[src/rtl/cache_sync_pkg.sv]
package cache_sync_pkg;

  typedef enum logic [1:0] {
    ST_INV = 2'b00,
    ST_SHR = 2'b01,
    ST_EXC = 2'b10,
    ST_MOD = 2'b11
  } line_state_e;

  typedef enum logic [2:0] {
    W_IDLE,
    W_DRAIN,
    W_READ,
    W_CHECK,
    W_INQ,
    W_WB,
    W_UPD
  } walk_state_e;

endpackage

[src/rtl/sync_req_qual.sv]
module sync_req_qual #(
  parameter int SYNC_STAGES = 2
) (
  input  logic clk,
  input  logic rst,
  input  logic req_n_async,
  output logic start_pulse
);

  logic [SYNC_STAGES-1:0] sync_q;
  logic                   hold_q;
  logic                   seen_q;
  logic                   both_low;

  // two consecutive synchronized samples of the asserted level
  assign both_low = sync_q[SYNC_STAGES-1] & hold_q;

  always_ff @(posedge clk) begin
    if (rst) begin
      sync_q      <= '0;
      hold_q      <= 1'b0;
      seen_q      <= 1'b0;
      start_pulse <= 1'b0;
    end else begin
      sync_q      <= {sync_q[SYNC_STAGES-2:0], ~req_n_async};
      hold_q      <= sync_q[SYNC_STAGES-1];
      seen_q      <= both_low;
      start_pulse <= both_low & ~seen_q;
    end
  end

endmodule

[src/rtl/sync_tag_ram.sv]
module sync_tag_ram #(
  parameter int DEPTH = 16,
  parameter int WIDTH = 2,
  localparam int AW   = $clog2(DEPTH)
) (
  input  logic             clk,
  input  logic             en,
  input  logic             we,
  input  logic [AW-1:0]    addr,
  input  logic [WIDTH-1:0] wdata,
  output logic [WIDTH-1:0] rdata
);

  logic [WIDTH-1:0] mem [DEPTH];

  always_ff @(posedge clk) begin
    if (en) begin
      if (we) mem[addr] <= wdata;
      rdata <= mem[addr];
    end
  end

endmodule

[src/rtl/sync_walk_ctrl.sv]
module sync_walk_ctrl
  import cache_sync_pkg::*;
#(
  parameter int ENTRIES = 16,
  localparam int IW     = $clog2(ENTRIES)
) (
  input  logic          clk,
  input  logic          rst,
  input  logic          flush,
  input  logic          start,
  input  logic          cycles_idle,
  output logic          ads_block,
  output logic          busy_n,
  output logic          inq_req,
  input  logic          inq_ack,
  input  logic          inq_hit_mod,
  output logic          wb_req,
  output logic          wb_merge,
  input  logic          wb_ack,
  output logic [IW-1:0] idx,
  input  logic          snp_req,
  input  logic          snp_we,
  input  logic [IW-1:0] snp_idx,
  input  logic [1:0]    snp_wstate,
  output logic          snp_gnt,
  output logic          ram_en,
  output logic          ram_we,
  output logic [IW-1:0] ram_addr,
  output logic [1:0]    ram_wdata,
  input  logic [1:0]    ram_rdata
);

  walk_state_e state_q;
  logic        last_line;
  logic        snoop_slot;

  assign last_line  = (idx == IW'(ENTRIES - 1));
  assign snoop_slot = (state_q == W_IDLE) || (state_q == W_DRAIN) || (state_q == W_READ);

  // tag port: a snoop wins at line boundaries, the walk holds its index
  assign snp_gnt   = snp_req && snoop_slot;
  assign ram_en    = snp_gnt || (state_q == W_READ) || (state_q == W_UPD);
  assign ram_we    = snp_gnt ? snp_we : (state_q == W_UPD);
  assign ram_addr  = snp_gnt ? snp_idx : idx;
  assign ram_wdata = snp_gnt ? snp_wstate : ST_EXC;

  always_ff @(posedge clk) begin
    if (rst) begin
      state_q   <= W_IDLE;
      idx       <= '0;
      busy_n    <= 1'b1;
      ads_block <= 1'b0;
      inq_req   <= 1'b0;
      wb_req    <= 1'b0;
      wb_merge  <= 1'b0;
    end else if (flush) begin
      state_q   <= W_IDLE;
      busy_n    <= 1'b1;
      ads_block <= 1'b0;
      inq_req   <= 1'b0;
      wb_req    <= 1'b0;
    end else begin
      unique case (state_q)
        W_IDLE: if (start) begin
          state_q   <= W_DRAIN;
          ads_block <= 1'b1;
        end
        W_DRAIN: if (cycles_idle) begin
          state_q <= W_READ;
          busy_n  <= 1'b0;
          idx     <= '0;
        end
        W_READ: if (!snp_req) state_q <= W_CHECK;
        W_CHECK: begin
          if (ram_rdata == ST_MOD) begin
            state_q <= W_INQ;
            inq_req <= 1'b1;
          end else if (last_line) begin
            state_q   <= W_IDLE;
            busy_n    <= 1'b1;
            ads_block <= 1'b0;
          end else begin
            idx     <= idx + IW'(1);
            state_q <= W_READ;
          end
        end
        W_INQ: if (inq_ack) begin
          inq_req  <= 1'b0;
          wb_req   <= 1'b1;
          wb_merge <= inq_hit_mod;
          state_q  <= W_WB;
        end
        W_WB: if (wb_ack) begin
          wb_req  <= 1'b0;
          state_q <= W_UPD;
        end
        W_UPD: begin
          if (last_line) begin
            state_q   <= W_IDLE;
            busy_n    <= 1'b1;
            ads_block <= 1'b0;
          end else begin
            idx     <= idx + IW'(1);
            state_q <= W_READ;
          end
        end
        default: state_q <= W_IDLE;
      endcase
    end
  end

endmodule

[src/rtl/cache_sync_sequencer.sv]
module cache_sync_sequencer #(
  parameter int ENTRIES     = 16,
  parameter int SYNC_STAGES = 2,
  localparam int IW         = $clog2(ENTRIES)
) (
  input  logic          clk,
  input  logic          rst,
  input  logic          flush,
  input  logic          sync_req_n,
  input  logic          cycles_idle,
  output logic          ads_block,
  output logic          sync_busy_n,
  output logic          inq_req,
  output logic [IW-1:0] inq_idx,
  input  logic          inq_ack,
  input  logic          inq_hit_mod,
  output logic          wb_req,
  output logic [IW-1:0] wb_idx,
  output logic          wb_merge,
  input  logic          wb_ack,
  input  logic          snp_req,
  input  logic          snp_we,
  input  logic [IW-1:0] snp_idx,
  input  logic [1:0]    snp_wstate,
  output logic          snp_gnt,
  output logic [1:0]    snp_rstate
);

  logic          start;
  logic          ram_en;
  logic          ram_we;
  logic [IW-1:0] ram_addr;
  logic [1:0]    ram_wdata;
  logic [1:0]    ram_rdata;
  logic [IW-1:0] walk_idx;

  sync_req_qual #(.SYNC_STAGES(SYNC_STAGES)) u_qual (
    .clk        (clk),
    .rst        (rst),
    .req_n_async(sync_req_n),
    .start_pulse(start)
  );

  sync_walk_ctrl #(.ENTRIES(ENTRIES)) u_ctrl (
    .clk        (clk),
    .rst        (rst),
    .flush      (flush),
    .start      (start),
    .cycles_idle(cycles_idle),
    .ads_block  (ads_block),
    .busy_n     (sync_busy_n),
    .inq_req    (inq_req),
    .inq_ack    (inq_ack),
    .inq_hit_mod(inq_hit_mod),
    .wb_req     (wb_req),
    .wb_merge   (wb_merge),
    .wb_ack     (wb_ack),
    .idx        (walk_idx),
    .snp_req    (snp_req),
    .snp_we     (snp_we),
    .snp_idx    (snp_idx),
    .snp_wstate (snp_wstate),
    .snp_gnt    (snp_gnt),
    .ram_en     (ram_en),
    .ram_we     (ram_we),
    .ram_addr   (ram_addr),
    .ram_wdata  (ram_wdata),
    .ram_rdata  (ram_rdata)
  );

  sync_tag_ram #(.DEPTH(ENTRIES), .WIDTH(2)) u_tags (
    .clk  (clk),
    .en   (ram_en),
    .we   (ram_we),
    .addr (ram_addr),
    .wdata(ram_wdata),
    .rdata(ram_rdata)
  );

  assign inq_idx    = walk_idx;
  assign wb_idx     = walk_idx;
  assign snp_rstate = ram_rdata;

endmodule

[config.mk]
export PLATFORM = sky130hd
export DESIGN_NAME = cache_sync_sequencer
export DESIGN_NICKNAME = d
export VERILOG_FILES = /design/src/rtl/cache_sync_pkg.sv /design/src/rtl/sync_req_qual.sv /design/src/rtl/sync_tag_ram.sv /design/src/rtl/sync_walk_ctrl.sv /design/src/rtl/cache_sync_sequencer.sv
export SDC_FILE = /design/constraint.sdc
export NUM_CORES = 1
export LEC_CHECK = 0
export ABC_AREA = 1
export ABC_CLOCK_PERIOD_IN_PS = 5160
export BUFFER_PORTS_ARGS = -buffer_cell sky130_fd_sc_hd__buf_4
export CAP_MARGIN = 20
export CORE_ASPECT_RATIO = 0.9
export CORE_MARGIN = 2
export CORE_UTILIZATION = 40
export CTS_CLUSTER_DIAMETER = 40
export DETAILED_ROUTE_END_ITERATION = 10
export PLACE_DENSITY = 0.63
export SETUP_SLACK_MARGIN = 0.1
export SYNTH_ARGS = -nofsm -noshare
export SYNTH_HDL_FRONTEND = slang
export SYNTH_SLANG_ARGS = --single-unit
[constraint.sdc]
create_clock -name clk -period 5.16 [get_ports clk]
set_clock_uncertainty 0.2 [all_clocks]
set_input_delay 0.516 -clock clk [delete_from_list [all_inputs] [get_ports clk]]
set_output_delay 0.516 -clock clk [all_outputs]
set_load 0.05 [all_outputs]
==> impl_metrics.yaml <==
outcome:
  outcome: "completed"
power:
  power_total_uw: 757
  seq_power_share: 0.584
  combinational_share_of_power: 0.101
  power.static_leakage_nw: 1.29
  switching_share: 0.256
  worst_ir_drop_vdd_mv: 0.152
  clock_power_share: 0.316
  pwr_density_cell_mw_per_mm2: 259
  internal_power_uw: 563
  p_switching_uw: 194
logic_synthesis:
  postSynthRegisterBits: 51
  synth_area_leaders: "edfxtp_1, nand2_1, dfxtp_1"
  ys_seq_area_frac: 0.526
  synth_largest_area_cell: "edfxtp_1"
  synth.lib_cells_used.distinct: 33
  synthesized_netlist_net_count: 325
  synthesis.area_mm2: 0.00259
  yosys.area.top_type_share: 0.395
  yosys_warning_total: 0
  synth_area_per_cell_um2: 8.40
  syn_inst: 308
layout:
  ff_latch_area_mm2: 0.00136
  final_cells: 422
  final_layout_size_suffix_gt1_frac: 0.197
  final_net_count: 351
  num_antenna_cells: 0
  multi_input_area_um2: 990
  fillers: 603
  syn2layout_area_growth_pct: 13.0
cts:
  clkLatencyLatePin_ns: 0.31
  clock_sinks: 51
  cts_resized: 0
  worst_setup_hold_path_clk_slew_ns: 0.10
  tritoncts.num_buffers: 5
  postCtsSetupBuffers: 0
  ctsRootBufferMaster: "clkbuf_8"
  clockBufferDepth: 2
  tritoncts: "built"
  htreeDepth: 2
  cts.hold.buffers_added: 0
die:
  die_width_um: 88.8
  standard_cell_rows: 27
  die_height_um: 80.3
  fp.dieArea_mm2: 0.00713
  placeableCoreArea_mm2: 0.00618
  num_io_pins: 32
  effective_utilization_at_floorplan: 0.419
global_routing:
  grt_max_degree: 18
  global_route.usage.total: 0.165
  grt_pass1_wl_mm: 8.87
  antenna_found_initial: 0
  grt_overflow_total: 0
  first_global_vias: 1843
timing:
  final_critical_path_setup_slack_ns: 2.86
  final-max-slew-violation-count: 0
  totalNegativeSetupSlack_ns: 0
  slew_worst_pin_ns: 0.653
  rsz0062_at_grt: "false"
  period_needed_ns: 2.30
  timing.final.crit_share: 0.445
  timing.final.setup_violations: 0
  timing.fmax_mhz: 436
  worst_slew_margin_rel: 0.563
  hold_violations: 0
setup_path:
  endpoint_arrival_time_on_the_critical_path_ns: 2.11
  path_common_cell: "nand2_2"
  sort_of_element_at_the_end_of_the_critical_path: "flip-flop"
  startpoint_to_endpoint_class_of_the_critical_path: "reg2reg"
  start_kind: "flip-flop"
  critical_path.max_fanout: 15
  worstPathRequired_ns: 4.97
  rrSetupSlack_ns: 2.86
  worst_path_largest_cell_delay_ns: 0.56
  critical_path.slowest_cell: "dfxtp_1"
  crit_chain: "nand2_4 -> nand3_4 -> nand2_2 -> nand2_2 -> nand3_1 -> nor2_1"
route:
  post-route-drc-count: 0
  ant_nets: 0
  totalWireLength_mm: 5.49
  vias: 2018
  first_iter_violations: 120
  detailedRoute.firstPassIterationCount: 4
  post_drt_via_cell_ratio: 4.78
  post_drt_wl_per_cell_um: 13.0
place:
  gpl.final_weighted_congestion: 0.878
  buffer_ports.inserted: 31
  pre_cts_ws_ns: 2.78
  dp_hpwl_mm: 4.04
  dp_cells: 413
run:
  cap_viol_max_count: 0
min_path:
  holdCritPathClass: "in2reg"
==> synth_stat cells <==
| master | instances |
|---|---|
| nor2_1 | 35 |
| buf_1 | 1 |
| buf_6 | 3 |
| a31oi_1 | 1 |
| nand2_2 | 3 |
| nand3_1 | 38 |
| nand4_1 | 1 |
| nor2_2 | 3 |
| nor3_1 | 3 |
| nand2_1 | 94 |
| nand3b_1 | 1 |
| or2_2 | 2 |
| inv_4 | 1 |
| and3_1 | 1 |
| buf_4 | 6 |
| ha_1 | 1 |
| inv_1 | 25 |
| o21ai_4 | 2 |
| o21ai_2 | 2 |
| inv_2 | 8 |
| xor2_1 | 2 |
| nand4_2 | 1 |
| nor4_1 | 1 |
| buf_8 | 1 |
| nand2_4 | 2 |
| buf_2 | 1 |
| a21oi_1 | 11 |
| edfxtp_1 | 34 |
| o21ai_0 | 4 |
| clkbuf_1 | 1 |
| nand3_2 | 1 |
| nand3_4 | 1 |
| dfxtp_1 | 17 |
==> kinds of logic after synthesis <==
| logic type | share of synthesized area |
|---|---|
| compound gates | 0.0508 |
| xor+xnor | 0.00677 |
| fa+ha+maj | 0.00483 |
| buf+inv | 0.0914 |
| flops | 0.526 |
| simple gates | 0.320 |
==> area by class of cell <==
class | instances | share of cell area
Inverter | 34 | 0.0445
Timing Repair Buffer | 32 | 0.0822
Sequential cell | 51 | 0.466
Clock inverter | 3 | 0.00813
Multi-Input combinational cell | 210 | 0.339
Tap cell | 87 | 0.0372
Clock buffer | 5 | 0.0235
==> registers in the layout, indices dropped and copies added (netlist names) <==
| signal | flops |
|---|---|
| u_qual.seen_q | 1 |
| u_ctrl.ads_block | 1 |
| u_tags.rdata | 2 |
| u_ctrl.wb_merge | 1 |
| u_ctrl.wb_req | 1 |
| u_qual.sync_q | 2 |
| u_qual.start_pulse | 1 |
| u_qual.hold_q | 1 |
| u_ctrl.state_q | 3 |
| u_ctrl.inq_req | 1 |
| u_ctrl.busy_n | 1 |
| u_ctrl.idx | 4 |
| u_tags.mem | 32 |
==> through the flow <==
step	instance area [um^2]	hold WS, ns	util
after global routing	2920	0.140	0.473
after CTS	2920	0.139	0.472
final	2920	0.144	0.473
after global placement	2820	0.181	0.457
after floorplan	2590	0.174	-
after detailed placement	2820	0.189	0.457
==> power groups by stage <==
stage | Sequential (mW) | Clock, mW | Combinational (mW)
floorplan | 0.456 | 0 | 0.0463
global placement | 0.451 | 0 | 0.0752
detailed placement | 0.451 | 0 | 0.0753
CTS | 0.442 | 0.244 | 0.0756
global route | 0.442 | 0.262 | 0.0848
finish | 0.442 | 0.239 | 0.0761
==> critical path, delay by kind of cell (launching register included) <==
kind / cells / cell delay, ns
flip-flops: 1 / 0.56
AND/OR/NAND/NOR: 6 / 1.24
==> cell usage in the layout, fill, tap and decap left out, types with 2 or more instances in the layout <==
cell type  instances
a21oi_1           11
buf_4             32
clkbuf_8           5
dfxtp_1           17
edfxtp_1          34
inv_1             25
inv_2              8
nand2_1           94
nand2_2            3
nand2_4            2
nand3_1           38
nor2_1            35
nor2_2             3
nor3_1             3
o21ai_0            4
o21ai_2            2
o21ai_4            2
or2_2              2
xor2_1             2
==> routing by layer <==
layer	wire (um)	part of all wire	vias up	global-route usage
met1	2790	0.51	917	0.246
met2	2340	0.43	51	0.240
li1	-	-	1046	-
met5	0	0	-	0
met4	48	0.0087	0	0.0409
met3	313	0.057	4	0.0380
==> final timing paths <==
kind         cells after the start               from                  to
max                              6  u_ctrl.state_q[0]   u_tags.mem[13][0]
min                              2         sync_req_n    u_qual.sync_q[0]
max reg2reg                      6  u_ctrl.state_q[0]   u_tags.mem[13][0]
min reg2reg                      1      u_qual.seen_q  u_qual.start_pulse
Power figures use the tool's default switching activity.
